## config.mk

```make
export PLATFORM = sky130hd
export DESIGN_NAME = vga_scan_engine
export DESIGN_NICKNAME = d
export VERILOG_FILES = /design/src/rtl/vga_scan_pkg.sv /design/src/rtl/vga_hcount.sv /design/src/rtl/vga_vphase.sv /design/src/rtl/vga_rowstep.sv /design/src/rtl/vga_pixgate.sv /design/src/rtl/vga_scan_engine.sv
export SDC_FILE = /design/constraint.sdc
export NUM_CORES = 1
export LEC_CHECK = 0
export ABC_AREA = 1
export BUFFER_PORTS_ARGS = -buffer_cell sky130_fd_sc_hd__buf_2
export CAP_MARGIN = 20
export CORE_AREA = 10 10 65 120
export CTS_CLUSTER_DIAMETER = 80
export DETAILED_ROUTE_END_ITERATION = 7
export DIE_AREA = 0 0 75 130
export PLACE_DENSITY = 0.64
export SLEW_MARGIN = 20
export SYNTH_ARGS = -nofsm -noshare
export SYNTH_HDL_FRONTEND = slang
export SYNTH_SLANG_ARGS = --single-unit
```

## constraint.sdc

```tcl
create_clock -name clk -period 3.7 [get_ports clk]
set_clock_uncertainty 0.05 [all_clocks]
set_input_delay 0.925 -clock clk [delete_from_list [all_inputs] [get_ports clk]]
set_output_delay 0.925 -clock clk [all_outputs]
set_load 0.005 [all_outputs]
```

## src/rtl/vga_scan_pkg.sv

```systemverilog
package vga_scan_pkg;

    typedef enum logic [1:0] {
        PH_BACK  = 2'd0,
        PH_VIS   = 2'd1,
        PH_FRONT = 2'd2,
        PH_SYNC  = 2'd3
    } vphase_e;

endpackage

```

## src/rtl/vga_hcount.sv

```systemverilog
// Horizontal position counter with registered active-low sync pulse.
module vga_hcount #(
    parameter int H_TOTAL   = 800,
    parameter int HS_BEGIN  = 656,
    parameter int HS_FINISH = 752,
    parameter int HW        = $clog2(H_TOTAL)
) (
    input  logic          clk,
    input  logic          rst,
    output logic [HW-1:0] h_o,
    output logic          line_end_o,
    output logic          hsync_no
);
    localparam logic [HW-1:0] H_LAST = HW'(H_TOTAL - 1);
    localparam logic [HW-1:0] HS_LO  = HW'(HS_BEGIN);
    localparam logic [HW-1:0] HS_HI  = HW'(HS_FINISH);

    logic [HW-1:0] h_q;
    logic [HW-1:0] h_nxt;
    logic          hs_q;

    always_comb begin
        line_end_o = (h_q == H_LAST);
        h_nxt      = line_end_o ? '0 : h_q + 1'b1;
    end

    always_ff @(posedge clk) begin
        if (rst) begin
            h_q  <= '0;
            hs_q <= 1'b1;
        end else begin
            h_q  <= h_nxt;
            hs_q <= !((h_nxt >= HS_LO) && (h_nxt < HS_HI));
        end
    end

    assign h_o      = h_q;
    assign hsync_no = hs_q;
endmodule

```

## src/rtl/vga_vphase.sv

```systemverilog
// Vertical phase machine: line counter, phase register, vsync and row strobes.
module vga_vphase
    import vga_scan_pkg::*;
#(
    parameter int VIS_START = 34,
    parameter int FP_START  = 514,
    parameter int VS_START  = 523,
    parameter int VS_END    = 525,
    parameter int LW        = $clog2(VS_END + 1)
) (
    input  logic          clk,
    input  logic          rst,
    input  logic          line_end_i,
    output vphase_e       phase_o,
    output logic [LW-1:0] line_o,
    output logic          load_row_o,
    output logic          step_row_o,
    output logic          fetch_on_o,
    output logic          vsync_no
);
    localparam logic [LW-1:0] L_VIS = LW'(VIS_START);
    localparam logic [LW-1:0] L_FP  = LW'(FP_START);
    localparam logic [LW-1:0] L_VSS = LW'(VS_START);
    localparam logic [LW-1:0] L_VSE = LW'(VS_END);

    vphase_e       phase_q, phase_d;
    logic [LW-1:0] line_q, line_d;
    logic [LW-1:0] line_inc;
    logic          vs_q;

    assign line_inc = line_q + 1'b1;

    // Next-state logic: every decision is taken at the line boundary.
    always_comb begin
        phase_d    = phase_q;
        line_d     = line_q;
        load_row_o = 1'b0;
        step_row_o = 1'b0;
        if (line_end_i) begin
            line_d = line_inc;
            unique case (phase_q)
                PH_BACK: begin
                    if (line_inc >= L_VIS) begin       // BACK_TO_VIS
                        phase_d    = PH_VIS;
                        load_row_o = 1'b1;
                    end
                end
                PH_VIS: begin
                    if (line_inc >= L_FP) begin        // VIS_TO_FRONT
                        phase_d = PH_FRONT;
                    end else if (!line_inc[0]) begin   // STEP_ROW
                        step_row_o = 1'b1;
                    end
                end
                PH_FRONT: begin
                    if (line_inc >= L_VSS) begin       // FRONT_TO_SYNC
                        phase_d = PH_SYNC;
                    end
                end
                PH_SYNC: begin
                    if (line_inc >= L_VSE) begin       // SYNC_TO_BACK
                        phase_d = PH_BACK;
                        line_d  = '0;
                    end
                end
            endcase
        end
    end

    // State register.
    always_ff @(posedge clk) begin
        if (rst) begin
            phase_q <= PH_BACK;
            line_q  <= '0;
        end else begin
            phase_q <= phase_d;
            line_q  <= line_d;
        end
    end

    // Output register.
    always_ff @(posedge clk) begin
        if (rst) begin
            vs_q <= 1'b1;
        end else begin
            vs_q <= (phase_d != PH_SYNC);
        end
    end

    assign phase_o    = phase_q;
    assign line_o     = line_q;
    assign fetch_on_o = (phase_q == PH_VIS);
    assign vsync_no   = vs_q;
endmodule

```

## src/rtl/vga_rowstep.sv

```systemverilog
// Row start address: reload at the screen base, step by one line, wrap.
module vga_rowstep #(
    parameter int ADDR_W       = 16,
    parameter int SCREEN_BASE  = 0,
    parameter int SCREEN_BYTES = 38400,
    parameter int LINE_LEN     = 160
) (
    input  logic              clk,
    input  logic              rst,
    input  logic              load_i,
    input  logic              step_i,
    output logic [ADDR_W-1:0] row_o
);
    localparam logic [ADDR_W-1:0] BASE_A = ADDR_W'(SCREEN_BASE);
    localparam logic [ADDR_W:0]   LIMIT  = (ADDR_W + 1)'(SCREEN_BASE + SCREEN_BYTES);
    localparam logic [ADDR_W:0]   STRIDE = (ADDR_W + 1)'(LINE_LEN);

    logic [ADDR_W-1:0] row_q;
    logic [ADDR_W:0]   row_sum;
    logic              wrap;

    always_comb begin
        row_sum = {1'b0, row_q} + STRIDE;
        wrap    = (row_sum >= LIMIT);
    end

    always_ff @(posedge clk) begin
        if (rst || load_i) begin
            row_q <= BASE_A;
        end else if (step_i) begin
            row_q <= wrap ? BASE_A : row_sum[ADDR_W-1:0];
        end
    end

    assign row_o = row_q;
endmodule

```

## src/rtl/vga_pixgate.sv

```systemverilog
// Burst address generation and pixel gating around the one-cycle memory read.
module vga_pixgate #(
    parameter int HW       = 10,
    parameter int ADDR_W   = 16,
    parameter int PIX_W    = 8,
    parameter int LINE_LEN = 160
) (
    input  logic              clk,
    input  logic              rst,
    input  logic              fetch_on_i,
    input  logic [HW-1:0]     h_i,
    input  logic [ADDR_W-1:0] row_i,
    output logic              rd_en_o,
    output logic [ADDR_W-1:0] rd_addr_o,
    input  logic [PIX_W-1:0]  rd_data_i,
    output logic [PIX_W-1:0]  pix_o
);
    localparam logic [HW-1:0] BURST = HW'(LINE_LEN);

    logic data_valid_q;

    assign rd_en_o   = fetch_on_i && (h_i < BURST);
    assign rd_addr_o = row_i + ADDR_W'(h_i);

    always_ff @(posedge clk) begin
        if (rst) begin
            data_valid_q <= 1'b0;
        end else begin
            data_valid_q <= rd_en_o;
        end
    end

    assign pix_o = data_valid_q ? rd_data_i : '0;
endmodule

```

## src/rtl/vga_scan_engine.sv

```systemverilog
module vga_scan_engine
    import vga_scan_pkg::*;
#(
    parameter int H_TOTAL      = 800,
    parameter int LINE_LEN     = 160,
    parameter int HS_BEGIN     = 656,
    parameter int HS_FINISH    = 752,
    parameter int VIS_START    = 34,
    parameter int FP_START     = 514,
    parameter int VS_START     = 523,
    parameter int VS_END       = 525,
    parameter int ADDR_W       = 16,
    parameter int PIX_W        = 8,
    parameter int SCREEN_BASE  = 0,
    parameter int SCREEN_BYTES = 38400
) (
    input  logic              clk,
    input  logic              rst,
    output logic              fb_rd_en,
    output logic [ADDR_W-1:0] fb_rd_addr,
    input  logic [PIX_W-1:0]  fb_rd_data,
    output logic              hsync_n,
    output logic              vsync_n,
    output logic [PIX_W-1:0]  pix
);
    localparam int HW = $clog2(H_TOTAL);
    localparam int LW = $clog2(VS_END + 1);

    logic [HW-1:0]     h_cnt;
    logic              line_end;
    vphase_e           phase;
    logic [LW-1:0]     line_cnt;
    logic              load_row, step_row, fetch_on;
    logic [ADDR_W-1:0] row_addr;

    vga_hcount #(
        .H_TOTAL(H_TOTAL), .HS_BEGIN(HS_BEGIN), .HS_FINISH(HS_FINISH), .HW(HW)
    ) u_hcount (
        .clk(clk), .rst(rst), .h_o(h_cnt), .line_end_o(line_end), .hsync_no(hsync_n)
    );

    vga_vphase #(
        .VIS_START(VIS_START), .FP_START(FP_START), .VS_START(VS_START),
        .VS_END(VS_END), .LW(LW)
    ) u_vphase (
        .clk(clk), .rst(rst), .line_end_i(line_end), .phase_o(phase),
        .line_o(line_cnt), .load_row_o(load_row), .step_row_o(step_row),
        .fetch_on_o(fetch_on), .vsync_no(vsync_n)
    );

    vga_rowstep #(
        .ADDR_W(ADDR_W), .SCREEN_BASE(SCREEN_BASE),
        .SCREEN_BYTES(SCREEN_BYTES), .LINE_LEN(LINE_LEN)
    ) u_rowstep (
        .clk(clk), .rst(rst), .load_i(load_row), .step_i(step_row), .row_o(row_addr)
    );

    vga_pixgate #(
        .HW(HW), .ADDR_W(ADDR_W), .PIX_W(PIX_W), .LINE_LEN(LINE_LEN)
    ) u_pixgate (
        .clk(clk), .rst(rst), .fetch_on_i(fetch_on), .h_i(h_cnt), .row_i(row_addr),
        .rd_en_o(fb_rd_en), .rd_addr_o(fb_rd_addr), .rd_data_i(fb_rd_data), .pix_o(pix)
    );
endmodule

```

# Yosys cells after proc, flatten, opt, wreduce, memory -nomap -nowiden
# Cells that the tools add are included.
# op_classes
addsub,4
magnitude_cmp,8
eq_ne,5
muxes,18
reduce_logical,5
# ops
operator,count
"10-bit >= comparator, second input constant",4
10-bit 2-to-1 mux,3
"10-bit by 1-bit adder with 10-bit output, second input constant",2
"16-bit by 8-bit adder with 17-bit output, second input constant",1
"17-bit by 16-bit >= comparator with 1-bit output, second input constant",1
16-bit by 10-bit adder with 16-bit output,1
16-bit 2-to-1 mux,1
"10-bit == test, second input constant",1
"10-bit by 6-bit >= comparator with 1-bit output, second input constant",1
"10-bit < comparator, second input constant",1
"10-bit by 8-bit < comparator with 1-bit output, second input constant",1
2-bit 2-to-1 mux,5
8-bit 2-to-1 mux,1
2-bit one-hot mux with 4 select lines,1
1-bit 2-to-1 mux,7
"2-bit == test, second input constant",2
"2-bit by 1-bit == test with 1-bit output, second input constant",1
1-bit logical AND,2
2-bit zero test,1
"2-bit inequality test, second input constant",1
1-bit zero test,1
1-bit logical OR,1
# word_totals
regBits,41
input_bits,10
out_inout_bits,27
elab_cells,47

# Longest topological paths before layout
# Gate-level depths: netlist of the first run.
# depth
word_depth,6
depth_mapped,15

# Modules after synthesis
# Synthesis of the first run repeated with hierarchy kept, for this count alone.
# hier_totals
hier_cells,518
area_unflattened_um2,3185.6
# modules_own_cells
module,instances,cells_each,area_each_um2,seq_area_each_um2
vga_vphase,1,147,928.4,260.2
vga_pixgate,1,166,852.1,20.0
vga_rowstep,1,115,800.8,220.2
vga_hcount,1,90,604.3,220.2

# Worst setup path before layout of the first run
# No wires, ideal clock.
# synth_path
kind,reg2out
from,"register u_hcount.h_q[6], in the netlist u_hcount.h_o[6]"
to,output fb_rd_addr[15]
arrival_time_ns,1.640
slack_ns,1.085
path_stages_with_launch,12
path_cell_list,dfxtp_1 -> ha_1 -> a21o_1 -> nand2_1 -> nand2_1 -> a21o_1 -> nand2_1 -> nand2_1 -> nand2_1 -> inv_1 -> nand2_1 -> xor2_1
# synth_via
elab_chain_len,1
# synth_rtl
element,line,source
"start, declared",vga_hcount.sv:18,logic [HW-1:0] h_q;
"start signal, assigned",vga_hcount.sv:32,h_q <= h_nxt;
16-bit by 10-bit adder with 16-bit output,vga_pixgate.sv:23,assign rd_addr_o = row_i + ADDR_W'(h_i);
"end, declared",vga_scan_engine.sv:20,"output logic [ADDR_W-1:0] fb_rd_addr,"
# No other way between the ends.

# Worst setup path in the final report of the first run
# Same ends and word-level chain as after synthesis.

==> flow_results.xml, run 1 <==
<?xml version="1.0" encoding="UTF-8"?>
<metrics>
  <group name="status">
    <metric name="status" unit="">finished, final reports clean</metric>
  </group>
  <group name="sta">
    <metric name="fin_worst_hold_slack" unit="ns">0.449</metric>
    <metric name="setup_total_negative_slack" unit="ns">0</metric>
    <metric name="rsz0062_at_grt" unit="">no</metric>
    <metric name="timing.fmax" unit="GHz">0.315</metric>
    <metric name="total_setup_violations_reported_at_the_end_of_the_flow" unit="">0</metric>
    <metric name="slew-limit-headroom" unit="%">70.5</metric>
    <metric name="timing_worst_slew_pin_value" unit="ns">0.441</metric>
    <metric name="fin_crit" unit="ns">3.17</metric>
    <metric name="final.period_utilization" unit="%">85.7</metric>
    <metric name="finalHoldViolations" unit="">0</metric>
    <metric name="slew_violations" unit="">0</metric>
  </group>
  <group name="floorplanning">
    <metric name="die_w" unit="um">75</metric>
    <metric name="die_height" unit="um">130</metric>
    <metric name="core" unit="um^2">5960</metric>
    <metric name="dieArea" unit="um^2">9750</metric>
    <metric name="site_row_count" unit="">40</metric>
    <metric name="floorplan.initialDensity" unit="%">42.8</metric>
    <metric name="floorplan.io_pins" unit="">37</metric>
  </group>
  <group name="power">
    <metric name="switching_share" unit="%">18.2</metric>
    <metric name="static-leakage-power" unit="nW">1.44</metric>
    <metric name="power.share.combinational" unit="%">2.2</metric>
    <metric name="internal_power" unit="uW">853</metric>
    <metric name="vdd.ir_drop.worst" unit="V">0.000230</metric>
    <metric name="design_power_total" unit="mW">1.04</metric>
    <metric name="share_clk_of_total_power" unit="%">60.0</metric>
    <metric name="sequential_power_share" unit="%">37.8</metric>
    <metric name="p_per_cell_area" unit="nW/um^2">353</metric>
    <metric name="p_switching" unit="uW">190</metric>
  </group>
  <group name="final_layout">
    <metric name="fin_cells" unit="">483</metric>
    <metric name="multiInputGateArea" unit="um^2">1550</metric>
    <metric name="most_frequent_standard_cell_in_the_layout_excluding_fill_and_tap_cells" unit="">sky130_fd_sc_hd__nand2_1</metric>
    <metric name="drive_gt1_share" unit="%">21.2</metric>
    <metric name="layout.core_utilization" unit="%">49.7</metric>
    <metric name="register_area" unit="um^2">721</metric>
    <metric name="layout-area-overhead-vs-synth" unit="%">16.1</metric>
    <metric name="antenna_cells_inserted" unit="">0</metric>
    <metric name="leading_cell_types_in_the_layout_fill_and_taps_excluded" unit="">100 x sky130_fd_sc_hd__nand2_1, 45 x sky130_fd_sc_hd__nor2_1, 44 x sky130_fd_sc_hd__inv_1</metric>
    <metric name="fillers" unit="">632</metric>
    <metric name="layout.nets" unit="">441</metric>
  </group>
  <group name="logic_synthesis">
    <metric name="synth_top_cell_by_area" unit="">sky130_fd_sc_hd__dfxtp_1</metric>
    <metric name="synth.cell_area" unit="um^2">2550</metric>
    <metric name="share_of_synthesized_cell_area_in_full_adder_half_adder_and_majority_cells" unit="%">5.89</metric>
    <metric name="post_synth_xor_area_fraction" unit="%">3.78</metric>
    <metric name="gate_count_post_synth" unit="">386</metric>
    <metric name="synth_sequential_area_ratio" unit="%">28.3</metric>
    <metric name="syn-num-nets" unit="">408</metric>
    <metric name="synth_top_family_by_area" unit="">simple AND/OR/NAND/NOR gates</metric>
    <metric name="synth_simple_gate_area_share" unit="%">40.6</metric>
    <metric name="ys_seq_elements" unit="">36</metric>
    <metric name="syn_avg_cell_area" unit="um^2">6.60</metric>
    <metric name="multiplexer_area_fraction_after_synthesis" unit="%">0</metric>
    <metric name="complex_gate_fraction_of_the_synthesized_area" unit="%">10.6</metric>
    <metric name="synthesis.yosys.warnings" unit="">0</metric>
    <metric name="synth.top_cells.by_area" unit="">sky130_fd_sc_hd__dfxtp_1 28%, sky130_fd_sc_hd__nand2_1 15%, sky130_fd_sc_hd__nor2_1 6.6%</metric>
    <metric name="yosysUniqueCellTypes" unit="">34</metric>
    <metric name="synth_top_area_share" unit="%">28.3</metric>
  </group>
  <group name="global_route">
    <metric name="global_route.usage.total" unit="%">14.2</metric>
    <metric name="antenna_found_initial" unit="">0</metric>
    <metric name="grt_start_max_net_pins" unit="">16</metric>
    <metric name="grt_first_pass_wirelength" unit="mm">10.9</metric>
    <metric name="grt_overflow_total" unit="">0</metric>
    <metric name="grt_pass1_vias" unit="">2488</metric>
  </group>
  <group name="clocking">
    <metric name="cts_tree" unit="">done</metric>
    <metric name="cts-resized-gates" unit="">0</metric>
    <metric name="hold_buffers" unit="">0</metric>
    <metric name="latest_clock_arrival_within_the_worst_skew_pair" unit="ns">0.28</metric>
    <metric name="cts_root_buffer" unit="">sky130_fd_sc_hd__clkbuf_16</metric>
    <metric name="clock_path_buffers" unit="">2</metric>
    <metric name="cts.sink_count" unit="">36</metric>
    <metric name="htree_num_levels" unit="">2</metric>
    <metric name="cts-buffers-inserted" unit="">5</metric>
    <metric name="cts.reportedPaths.clkPinSlew" unit="ns">0.06</metric>
    <metric name="post-cts-setup-buffers" unit="">0</metric>
  </group>
  <group name="routing">
    <metric name="num_vias" unit="">2474</metric>
    <metric name="drc_errors" unit="">0</metric>
    <metric name="drt_iter0_drc" unit="">108</metric>
    <metric name="drt.antenna.violating_nets" unit="">0</metric>
    <metric name="routedWlPerCell" unit="um">13.4</metric>
    <metric name="vias_per_cell" unit="">5.12</metric>
    <metric name="totalWireLength" unit="mm">6.49</metric>
    <metric name="drt-pass1-iter-count" unit="">5</metric>
  </group>
  <group name="placement">
    <metric name="detailed_place_hpwl" unit="mm">5.19</metric>
    <metric name="place.gp.congestion" unit="">0.853</metric>
    <metric name="placement.io_buffers" unit="">36</metric>
    <metric name="dpl.cell_count" unit="">475</metric>
  </group>
  <group name="critical_path">
    <metric name="endpoint_kind" unit="">output pin</metric>
    <metric name="critical_setup_path_class" unit="">flop to output pin</metric>
    <metric name="nature_of_the_critical_path_startpoint" unit="">flop</metric>
    <metric name="timing.critical_path.required" unit="ns">2.72</metric>
    <metric name="worst_ep_arrival_time" unit="ns">2.20</metric>
    <metric name="worst-path-max-fanout" unit="">6</metric>
  </group>
  <group name="run">
    <metric name="max-cap-violations" unit="">0</metric>
  </group>
  <group name="worst_hold_path">
    <metric name="hp-class" unit="">flop to flop</metric>
  </group>
</metrics>
sequential cells by signal, indices dropped and copies added, names as in the netlist:
register	count
u_vphase.phase_o	2
u_rowstep.row_o	11
u_hcount.hsync_no	1
u_hcount.h_o	10
u_pixgate.data_valid_q	1
u_vphase.vsync_no	1
u_vphase.line_o	10
through the flow:
| stage | worst slack, ns | cell area (um^2) |
|---|---|---|
| 2_1_floorplan | 1.09 | 2550 |
| 3_3_place_gp | 0.890 | 2740 |
| 3_5_place_dp | 0.839 | 2740 |
| 4_1_cts | 0.521 | 2960 |
| 5_1_grt | 0.318 | 2960 |
| 6_report | 0.530 | 2960 |
logic make-up (layout without fill, tap and decap cells):
logic type,after synthesis,count (layout)
xor gates and xnor gates,11,11
and+or+nand+nor,220,220
adders and majority gates,12,12
DFF,36,36
AOI/OAI and AO/OA,42,42
buffers and inverters,65,99
worst paths after layout:
check                             startpoint                              end  slack [ns]  depth (start not counted)
max reg2reg  u_vphase.line_o[0]$_SDFFE_PP0N_  u_vphase.line_o[5]$_SDFFE_PP0N_        1.47                         13
min               u_hcount.h_o[0]$_SDFF_PP0_       u_hcount.h_o[0]$_SDFF_PP0_        0.45                          1
max               u_hcount.h_o[6]$_SDFF_PP0_                   fb_rd_addr[15]        0.53                         12
min reg2reg       u_hcount.h_o[0]$_SDFF_PP0_       u_hcount.h_o[0]$_SDFF_PP0_        0.45                          1
metal layers:
metal	up-vias	routed length (um)	share of wire [%]	global-route usage (%)
met1	1120	2270	35	11.7
met3	19	155	2.4	1.90
met2	43	3770	58	28.5
met5	-	0	0	0
met4	0	295	4.5	9.30
li1	1292	-	-	-
power by group through the flow:
stage / sequential [mW] / clock [mW] / combinational [mW]
6_report: 0.394 / 0.626 / 0.0227
5_1_grt: 0.394 / 0.650 / 0.0255
4_1_cts: 0.394 / 0.635 / 0.0231
3_5_place_dp: 0.403 / 0 / 0.0231
3_3_place_gp: 0.403 / 0 / 0.0226
2_1_floorplan: 0.402 / 0 / 0.0141
critical path, stage by stage (launching register included):
cell and delay, ns:
sky130_fd_sc_hd__dfxtp_1 0.43, sky130_fd_sc_hd__ha_1 0.29, sky130_fd_sc_hd__a21o_1 0.21, sky130_fd_sc_hd__nand2_1 0.06
sky130_fd_sc_hd__nand2_1 0.07, sky130_fd_sc_hd__a21o_1 0.19, sky130_fd_sc_hd__nand2_1 0.07, sky130_fd_sc_hd__nand2_1 0.06
sky130_fd_sc_hd__nand2_1 0.10, sky130_fd_sc_hd__inv_1 0.08, sky130_fd_sc_hd__nand2_1 0.09, sky130_fd_sc_hd__xor2_1 0.14
sky130_fd_sc_hd__buf_2 0.12
synthesized netlist by cell type:
| master | n |
|---|---|
| sky130_fd_sc_hd__a211oi_1 | 2 |
| sky130_fd_sc_hd__a21o_1 | 2 |
| sky130_fd_sc_hd__a21oi_1 | 9 |
| sky130_fd_sc_hd__a21oi_2 | 10 |
| sky130_fd_sc_hd__a31o_2 | 1 |
| sky130_fd_sc_hd__buf_12 | 1 |
| sky130_fd_sc_hd__buf_4 | 4 |
| sky130_fd_sc_hd__clkbuf_1 | 6 |
| sky130_fd_sc_hd__clkinv_1 | 3 |
| sky130_fd_sc_hd__dfxtp_1 | 36 |
| sky130_fd_sc_hd__ha_1 | 12 |
| sky130_fd_sc_hd__inv_1 | 44 |
| sky130_fd_sc_hd__inv_2 | 7 |
| sky130_fd_sc_hd__nand2_1 | 100 |
| sky130_fd_sc_hd__nand2_2 | 6 |
| sky130_fd_sc_hd__nand2_4 | 1 |
| sky130_fd_sc_hd__nand3_1 | 33 |
| sky130_fd_sc_hd__nand3_2 | 12 |
| sky130_fd_sc_hd__nand3b_1 | 2 |
| sky130_fd_sc_hd__nand4_1 | 6 |
| sky130_fd_sc_hd__nor2_1 | 45 |
| sky130_fd_sc_hd__nor2_2 | 5 |
| sky130_fd_sc_hd__nor2_4 | 1 |
| sky130_fd_sc_hd__nor2_8 | 1 |
| sky130_fd_sc_hd__nor3_1 | 6 |
| sky130_fd_sc_hd__nor4_1 | 1 |
| sky130_fd_sc_hd__o2111ai_1 | 1 |
| sky130_fd_sc_hd__o21ai_0 | 10 |
| sky130_fd_sc_hd__o21ai_1 | 4 |
| sky130_fd_sc_hd__o22ai_1 | 2 |
| sky130_fd_sc_hd__o31ai_1 | 1 |
| sky130_fd_sc_hd__or2_0 | 1 |
| sky130_fd_sc_hd__xnor2_1 | 2 |
| sky130_fd_sc_hd__xor2_1 | 9 |
final cells by class:
| cell class | count | share of cell area (%) |
|---|---|---|
| Multi-Input combinational cell | 285 | 52.5 |
| Sequential cell | 36 | 24.4 |
| Inverter | 54 | 6.85 |
| Timing Repair Buffer | 37 | 6.35 |
| Clock buffer | 5 | 4.23 |
| Clock inverter | 3 | 3.05 |
| Tap cell | 63 | 2.66 |
No activity file was read; power rests on OpenSTA's default activity.
==> inputs of run 2 (changes only) <==
Settings changed: CELL_PAD_IN_SITES_DETAIL_PLACEMENT from default to 2, CELL_PAD_IN_SITES_GLOBAL_PLACEMENT from default to 2, CORE_AREA 10 10 65 120 to 10 10 76 142, DIE_AREA 0 0 75 130 to 0 0 86 152, PLACE_DENSITY 0.64 to 0.78.
Clock period 3.7 ns to 3 ns, I/O delays scaled along.
==> flow_results.xml, run 2 (same netlist as run 1, synthesis figures left out) <==
<?xml version="1.0" encoding="UTF-8"?>
<metrics>
  <group name="final_layout">
    <metric name="largest_register_ffs" unit="">11</metric>
    <metric name="layout.core_utilization" unit="%">35.2</metric>
    <metric name="leading_cell_types_in_the_layout_fill_and_taps_excluded" unit="">95 x sky130_fd_sc_hd__nand2_1, 44 x sky130_fd_sc_hd__nor2_1, 43 x sky130_fd_sc_hd__inv_1</metric>
    <metric name="layout-area-overhead-vs-synth" unit="%">18.5</metric>
    <metric name="fin_cells" unit="">525</metric>
    <metric name="antenna_cells_inserted" unit="">0</metric>
    <metric name="most_frequent_standard_cell_in_the_layout_excluding_fill_and_tap_cells" unit="">sky130_fd_sc_hd__nand2_1</metric>
    <metric name="drive_gt1_share" unit="%">24.7</metric>
    <metric name="layout.nets" unit="">446</metric>
    <metric name="final_area" unit="um^2">3020</metric>
  </group>
  <group name="routing">
    <metric name="totalWireLength" unit="mm">8.77</metric>
    <metric name="vias_per_cell" unit="">5.03</metric>
    <metric name="drt-pass1-iter-count" unit="">4</metric>
    <metric name="drt_iter0_drc" unit="">50</metric>
    <metric name="drt.antenna.violating_nets" unit="">0</metric>
    <metric name="routedWlPerCell" unit="um">16.7</metric>
    <metric name="drc_errors" unit="">0</metric>
    <metric name="num_vias" unit="">2641</metric>
  </group>
  <group name="floorplanning">
    <metric name="core" unit="um^2">8590</metric>
    <metric name="floorplan.initialDensity" unit="%">29.7</metric>
    <metric name="die_height" unit="um">152</metric>
    <metric name="dieArea" unit="um^2">13100</metric>
    <metric name="floorplan.io_pins" unit="">37</metric>
    <metric name="die_w" unit="um">86</metric>
    <metric name="site_row_count" unit="">48</metric>
  </group>
  <group name="critical_path">
    <metric name="worst-path-max-fanout" unit="">4</metric>
    <metric name="nature_of_the_critical_path_startpoint" unit="">flop</metric>
    <metric name="worstReg2RegStart" unit="">u_rowstep.row_o[6]$_SDFFE_PP0P_</metric>
    <metric name="rr_worst_depth" unit="">14</metric>
    <metric name="worst_ep_arrival_time" unit="ns">2.08</metric>
    <metric name="endpoint_kind" unit="">output pin</metric>
    <metric name="regToRegSetupSlack" unit="ns">0.73</metric>
    <metric name="rr_endpoint" unit="">u_rowstep.row_o[6]$_SDFFE_PP0P_</metric>
    <metric name="timing.critical_path.required" unit="ns">2.20</metric>
    <metric name="critical_setup_path_class" unit="">flop to output pin</metric>
  </group>
  <group name="clocking">
    <metric name="hold_buffers" unit="">0</metric>
    <metric name="latest_clock_arrival_within_the_worst_skew_pair" unit="ns">0.29</metric>
    <metric name="cts-buffers-inserted" unit="">5</metric>
    <metric name="cts.reportedPaths.clkPinSlew" unit="ns">0.06</metric>
    <metric name="cts_tree" unit="">done</metric>
    <metric name="htree_num_levels" unit="">2</metric>
    <metric name="clock_path_buffers" unit="">2</metric>
    <metric name="cts_root_buffer" unit="">sky130_fd_sc_hd__clkbuf_16</metric>
    <metric name="cts.sink_count" unit="">36</metric>
  </group>
  <group name="power">
    <metric name="static-leakage-power" unit="nW">1.45</metric>
    <metric name="vdd.ir_drop.worst" unit="V">0.000239</metric>
    <metric name="p_per_cell_area" unit="nW/um^2">352</metric>
    <metric name="design_power_total" unit="mW">1.06</metric>
  </group>
  <group name="sta">
    <metric name="slew-limit-headroom" unit="%">65.9</metric>
    <metric name="timing_worst_slew_pin_value" unit="ns">0.507</metric>
    <metric name="slew_violations" unit="">0</metric>
    <metric name="finalHoldViolations" unit="">0</metric>
    <metric name="total_setup_violations_reported_at_the_end_of_the_flow" unit="">0</metric>
    <metric name="timing.fmax" unit="GHz">0.347</metric>
    <metric name="postLayoutSetupSlackWorst" unit="ns">0.118</metric>
    <metric name="fin_crit" unit="ns">2.88</metric>
    <metric name="final.period_utilization" unit="%">96.1</metric>
  </group>
  <group name="global_route">
    <metric name="grt_first_pass_wirelength" unit="mm">14.3</metric>
    <metric name="global_route.usage.total" unit="%">13.7</metric>
    <metric name="grt_start_max_net_pins" unit="">15</metric>
    <metric name="grt_pass1_vias" unit="">2919</metric>
    <metric name="grt_overflow_total" unit="">0</metric>
    <metric name="antenna_found_initial" unit="">0</metric>
  </group>
  <group name="placement">
    <metric name="detailed_place_hpwl" unit="mm">7.29</metric>
    <metric name="pre_cts_slack" unit="ns">0.214</metric>
    <metric name="placement.io_buffers" unit="">36</metric>
    <metric name="place.gp.congestion" unit="">0.803</metric>
    <metric name="dpl.cell_count" unit="">515</metric>
    <metric name="placed_cell_area" unit="um^2">2810</metric>
  </group>
  <group name="status">
    <metric name="status" unit="">finished, final reports clean</metric>
  </group>
  <group name="worst_hold_path">
    <metric name="hold_path_depth" unit="">1</metric>
    <metric name="hold-path-endpoint" unit="">u_hcount.h_o[0]$_SDFF_PP0_</metric>
    <metric name="hp-class" unit="">flop to flop</metric>
    <metric name="min-delay-start" unit="">u_hcount.h_o[0]$_SDFF_PP0_</metric>
  </group>
  <group name="run">
    <metric name="max-cap-violations" unit="">0</metric>
  </group>
</metrics>
run 2: cell types whose count changed in the layout (fill, tap and decap cells not counted), sizes merged:
cell / delta
buf: +5
bufinv: -3
clkbuf: +1
clkinv: +2
run 2: critical path: stages (launching register included):
cell	delay (ns)
sky130_fd_sc_hd__dfxtp_4	0.36
sky130_fd_sc_hd__ha_4	0.24
sky130_fd_sc_hd__a21o_1	0.21
sky130_fd_sc_hd__nand2_2	0.08
sky130_fd_sc_hd__nand2_2	0.06
sky130_fd_sc_hd__a21o_1	0.20
sky130_fd_sc_hd__nand2_1	0.07
sky130_fd_sc_hd__nand2_2	0.09
sky130_fd_sc_hd__nand2_4	0.10
sky130_fd_sc_hd__inv_2	0.05
sky130_fd_sc_hd__nand2_2	0.06
sky130_fd_sc_hd__xor2_1	0.13
sky130_fd_sc_hd__buf_2	0.13
run 2: routing by layer:
metal	GRT usage [%]	vias up	wire (um)
met1	10.8	1293	2740
met3	2.03	19	173
met5	0	-	0
met4	6.23	0	284
li1	-	1304	-
met2	29.3	25	5580
run 2: timing repair:
action                     in CTS  in global routing
setup endpoints to repair       5                  5
buffers inserted                0                  2
resized for setup               5                  9
pin swaps                       0                  2
run 2: metrics by stage:
stage / hold WS [ns] / setup TNS [ns]
2_1_floorplan: 0.407 / 0
4_1_cts: 0.457 / 0
3_3_place_gp: 0.434 / 0
5_1_grt: 0.472 / -0.0215
3_5_place_dp: 0.447 / 0
6_report: 0.447 / 0
run 2: worst max-delay path by stage:
stage	start	endpoint	depth (start not counted)
floorplan	u_hcount.h_o[6]$_SDFF_PP0_	fb_rd_addr[15]	11
global placement	u_hcount.h_o[6]$_SDFF_PP0_	fb_rd_addr[15]	12
detailed placement	u_hcount.h_o[6]$_SDFF_PP0_	fb_rd_addr[15]	12
CTS	u_hcount.h_o[6]$_SDFF_PP0_	fb_rd_addr[15]	12
global route	u_hcount.h_o[6]$_SDFF_PP0_	fb_rd_addr[14]	13
finish	u_hcount.h_o[6]$_SDFF_PP0_	fb_rd_addr[15]	12
run 2: final cells by class:
| class | count | area (um^2) |
|---|---|---|
| flip-flops and latches | 36 | 727 |
| clock inverters | 2 | 10.0 |
| multi-input cells | 285 | 1590 |
| fillers | 1082 | 5570 |
| well taps | 100 | 125 |
| inverters | 54 | 203 |
| clock buffers | 6 | 139 |
| repair buffers | 42 | 225 |
run 2: report_power, final:
part           internal [mW]  switching [mW]
Clock                  0.328           0.217
Combinational         0.0119          0.0195
Sequential             0.481         0.00459
Total                  0.820           0.241
==> inputs of run 3 (changes only) <==
Settings changed: BUFFER_PORTS_ARGS -buffer_cell sky130_fd_sc_hd__buf_2 to default, CORE_AREA 10 10 76 142 to 10 10 72 134, DIE_AREA 0 0 86 152 to 0 0 82 144, DONT_BUFFER_PORTS from default to 1, PLACE_DENSITY 0.78 to 0.79.
==> flow_results.xml, run 3 (same netlist as run 1, synthesis figures left out) <==
<?xml version="1.0" encoding="UTF-8"?>
<metrics>
  <group name="status">
    <metric name="status" unit="">finished, final reports clean</metric>
  </group>
  <group name="final_layout">
    <metric name="layout-area-overhead-vs-synth" unit="%">9.57</metric>
    <metric name="drive_gt1_share" unit="%">16.1</metric>
    <metric name="antenna_cells_inserted" unit="">0</metric>
    <metric name="largest_register_ffs" unit="">11</metric>
    <metric name="leading_cell_types_in_the_layout_fill_and_taps_excluded" unit="">98 x sky130_fd_sc_hd__nand2_1, 43 x sky130_fd_sc_hd__inv_1, 43 x sky130_fd_sc_hd__nor2_1</metric>
    <metric name="layout.core_utilization" unit="%">37.0</metric>
    <metric name="layout.nets" unit="">406</metric>
    <metric name="most_frequent_standard_cell_in_the_layout_excluding_fill_and_tap_cells" unit="">sky130_fd_sc_hd__nand2_1</metric>
  </group>
  <group name="global_route">
    <metric name="grt_pass1_vias" unit="">2858</metric>
    <metric name="grt_start_max_net_pins" unit="">16</metric>
    <metric name="grt_overflow_total" unit="">0</metric>
    <metric name="antenna_found_initial" unit="">0</metric>
    <metric name="global_route.usage.total" unit="%">15.2</metric>
    <metric name="grt_first_pass_wirelength" unit="mm">13.9</metric>
  </group>
  <group name="floorplanning">
    <metric name="floorplan.io_pins" unit="">37</metric>
    <metric name="die_height" unit="um">144</metric>
    <metric name="dieArea" unit="um^2">11800</metric>
    <metric name="site_row_count" unit="">45</metric>
    <metric name="core" unit="um^2">7540</metric>
    <metric name="die_w" unit="um">82</metric>
    <metric name="floorplan.initialDensity" unit="%">33.8</metric>
  </group>
  <group name="sta">
    <metric name="setup_total_negative_slack" unit="ns">0</metric>
    <metric name="slew_violations" unit="">0</metric>
    <metric name="slew-limit-headroom" unit="%">67.1</metric>
    <metric name="timing.fmax" unit="GHz">0.352</metric>
    <metric name="fin_crit" unit="ns">2.84</metric>
    <metric name="rsz0062_at_grt" unit="">no</metric>
    <metric name="timing_worst_slew_pin_value" unit="ns">0.490</metric>
    <metric name="total_setup_violations_reported_at_the_end_of_the_flow" unit="">0</metric>
    <metric name="finalHoldViolations" unit="">0</metric>
    <metric name="final.period_utilization" unit="%">94.6</metric>
  </group>
  <group name="routing">
    <metric name="drt_iter0_drc" unit="">50</metric>
    <metric name="num_vias" unit="">2493</metric>
    <metric name="vias_per_cell" unit="">5.20</metric>
    <metric name="drt.antenna.violating_nets" unit="">0</metric>
    <metric name="totalWireLength" unit="mm">8.28</metric>
    <metric name="drt-pass1-iter-count" unit="">4</metric>
    <metric name="drc_errors" unit="">0</metric>
    <metric name="routedWlPerCell" unit="um">17.3</metric>
  </group>
  <group name="clocking">
    <metric name="cts.sink_count" unit="">36</metric>
    <metric name="cts_tree" unit="">done</metric>
    <metric name="post-cts-setup-buffers" unit="">0</metric>
    <metric name="cts_root_buffer" unit="">sky130_fd_sc_hd__clkbuf_16</metric>
    <metric name="latest_clock_arrival_within_the_worst_skew_pair" unit="ns">0.29</metric>
    <metric name="htree_num_levels" unit="">2</metric>
    <metric name="clock_path_buffers" unit="">2</metric>
    <metric name="cts-buffers-inserted" unit="">5</metric>
    <metric name="cts.reportedPaths.clkPinSlew" unit="ns">0.06</metric>
  </group>
  <group name="critical_path">
    <metric name="timing.critical_path.required" unit="ns">2.20</metric>
    <metric name="critical_path.slowest_cell" unit="">sky130_fd_sc_hd__dfxtp_4</metric>
    <metric name="worst_ep_arrival_time" unit="ns">2.04</metric>
    <metric name="critical_setup_path_class" unit="">flop to output pin</metric>
    <metric name="worst-path-max-fanout" unit="">6</metric>
    <metric name="longest_individual_stage_delay_on_the_worst_path" unit="ns">0.37</metric>
    <metric name="worstReg2RegStart" unit="">u_hcount.h_o[0]$_SDFF_PP0_</metric>
    <metric name="endpoint_kind" unit="">output pin</metric>
    <metric name="cp_cell_sequence" unit="">ha_4 -&gt; a21o_1 -&gt; nand2_1 -&gt; nand2_1 -&gt; a21o_1 -&gt; nand2_1 -&gt; nand2_2 -&gt; nand2_2 -&gt; inv_2 -&gt; nand2_1 -&gt; xor2_1</metric>
    <metric name="cpMostUsedCell" unit="">sky130_fd_sc_hd__nand2_1</metric>
    <metric name="nature_of_the_critical_path_startpoint" unit="">flop</metric>
    <metric name="critPathLaunch" unit="">u_hcount.h_o[6]$_SDFF_PP0_</metric>
  </group>
  <group name="run">
    <metric name="max-cap-violations" unit="">0</metric>
  </group>
  <group name="placement">
    <metric name="place.gp.congestion" unit="">0.797</metric>
    <metric name="placement.io_buffers" unit="">0</metric>
    <metric name="detailed_place_hpwl" unit="mm">6.80</metric>
  </group>
  <group name="worst_hold_path">
    <metric name="min-delay-start" unit="">u_vphase.line_o[9]$_SDFFE_PP0N_</metric>
    <metric name="hp-class" unit="">flop to flop</metric>
  </group>
  <group name="power">
    <metric name="static-leakage-power" unit="nW">1.23</metric>
    <metric name="p_per_cell_area" unit="nW/um^2">373</metric>
    <metric name="vdd.ir_drop.worst" unit="V">0.000313</metric>
  </group>
</metrics>
run 3: final timing paths:
check	to	slack, ns	cells after the start
worst max register to register	u_rowstep.row_o[6]$_SDFFE_PP0P_	0.61	8
worst min-delay path	u_vphase.line_o[9]$_SDFFE_PP0N_	0.47	2
worst min register to register	u_vphase.line_o[9]$_SDFFE_PP0N_	0.47	2
worst max-delay path	fb_rd_addr[15]	0.16	11
run 3: cell type report:
class | count | area (um^2)
clock buffers | 7 | 143
clock inverters | 1 | 7.51
well taps | 94 | 118
flip-flops and latches | 36 | 727
repair buffers | 2 | 15.0
inverters | 54 | 203
fillers | 951 | 4750
multi-input cells | 285 | 1580
run 3: report_power, final:
group          switching, mW  total (mW)  internal [mW]
Clock                  0.208       0.539          0.331
Sequential           0.00593       0.487          0.481
Combinational         0.0120      0.0161        0.00412
Total                  0.226        1.04          0.816
run 3: worst max-delay path, delay by kind of cell (launching register included):
kind / cells / cell delay, ns
DFF: 1 / 0.37
AOI/OAI and AO/OA: 2 / 0.38
adders and majority gates: 1 / 0.25
xor gates and xnor gates: 1 / 0.18
buffers and inverters: 1 / 0.06
and+or+nand+nor: 6 / 0.49
run 3: metal layers:
| metal | routed length (um) | GRT usage [%] | up-vias |
|---|---|---|---|
| met2 | 5090 | 31.0 | 34 |
| met3 | 206 | 2.30 | 16 |
| li1 | - | - | 1221 |
| met5 | 0 | 0 | - |
| met4 | 332 | 8.02 | 0 |
| met1 | 2640 | 12.8 | 1222 |
run 3: what timing repair did:
item                       in CTS  in global routing
setup endpoints to repair       3                  5
gates resized for setup         1                 10
pin swaps                       0                  1
hold buffers                    0                  0
run 3: per-stage QoR:
step	hold slack [ns]	instance area (um^2)	std cells	total power [mW]	worst slack [ns]
global route	0.471	2790	479	1.08	0.00150
finish	0.469	2790	479	1.04	0.163
floorplan	0.407	2550	386	0.513	0.560
global placement	0.436	2610	471	0.514	0.351
detailed placement	0.461	2610	471	0.515	0.292
CTS	0.472	2760	479	1.07	0.00896
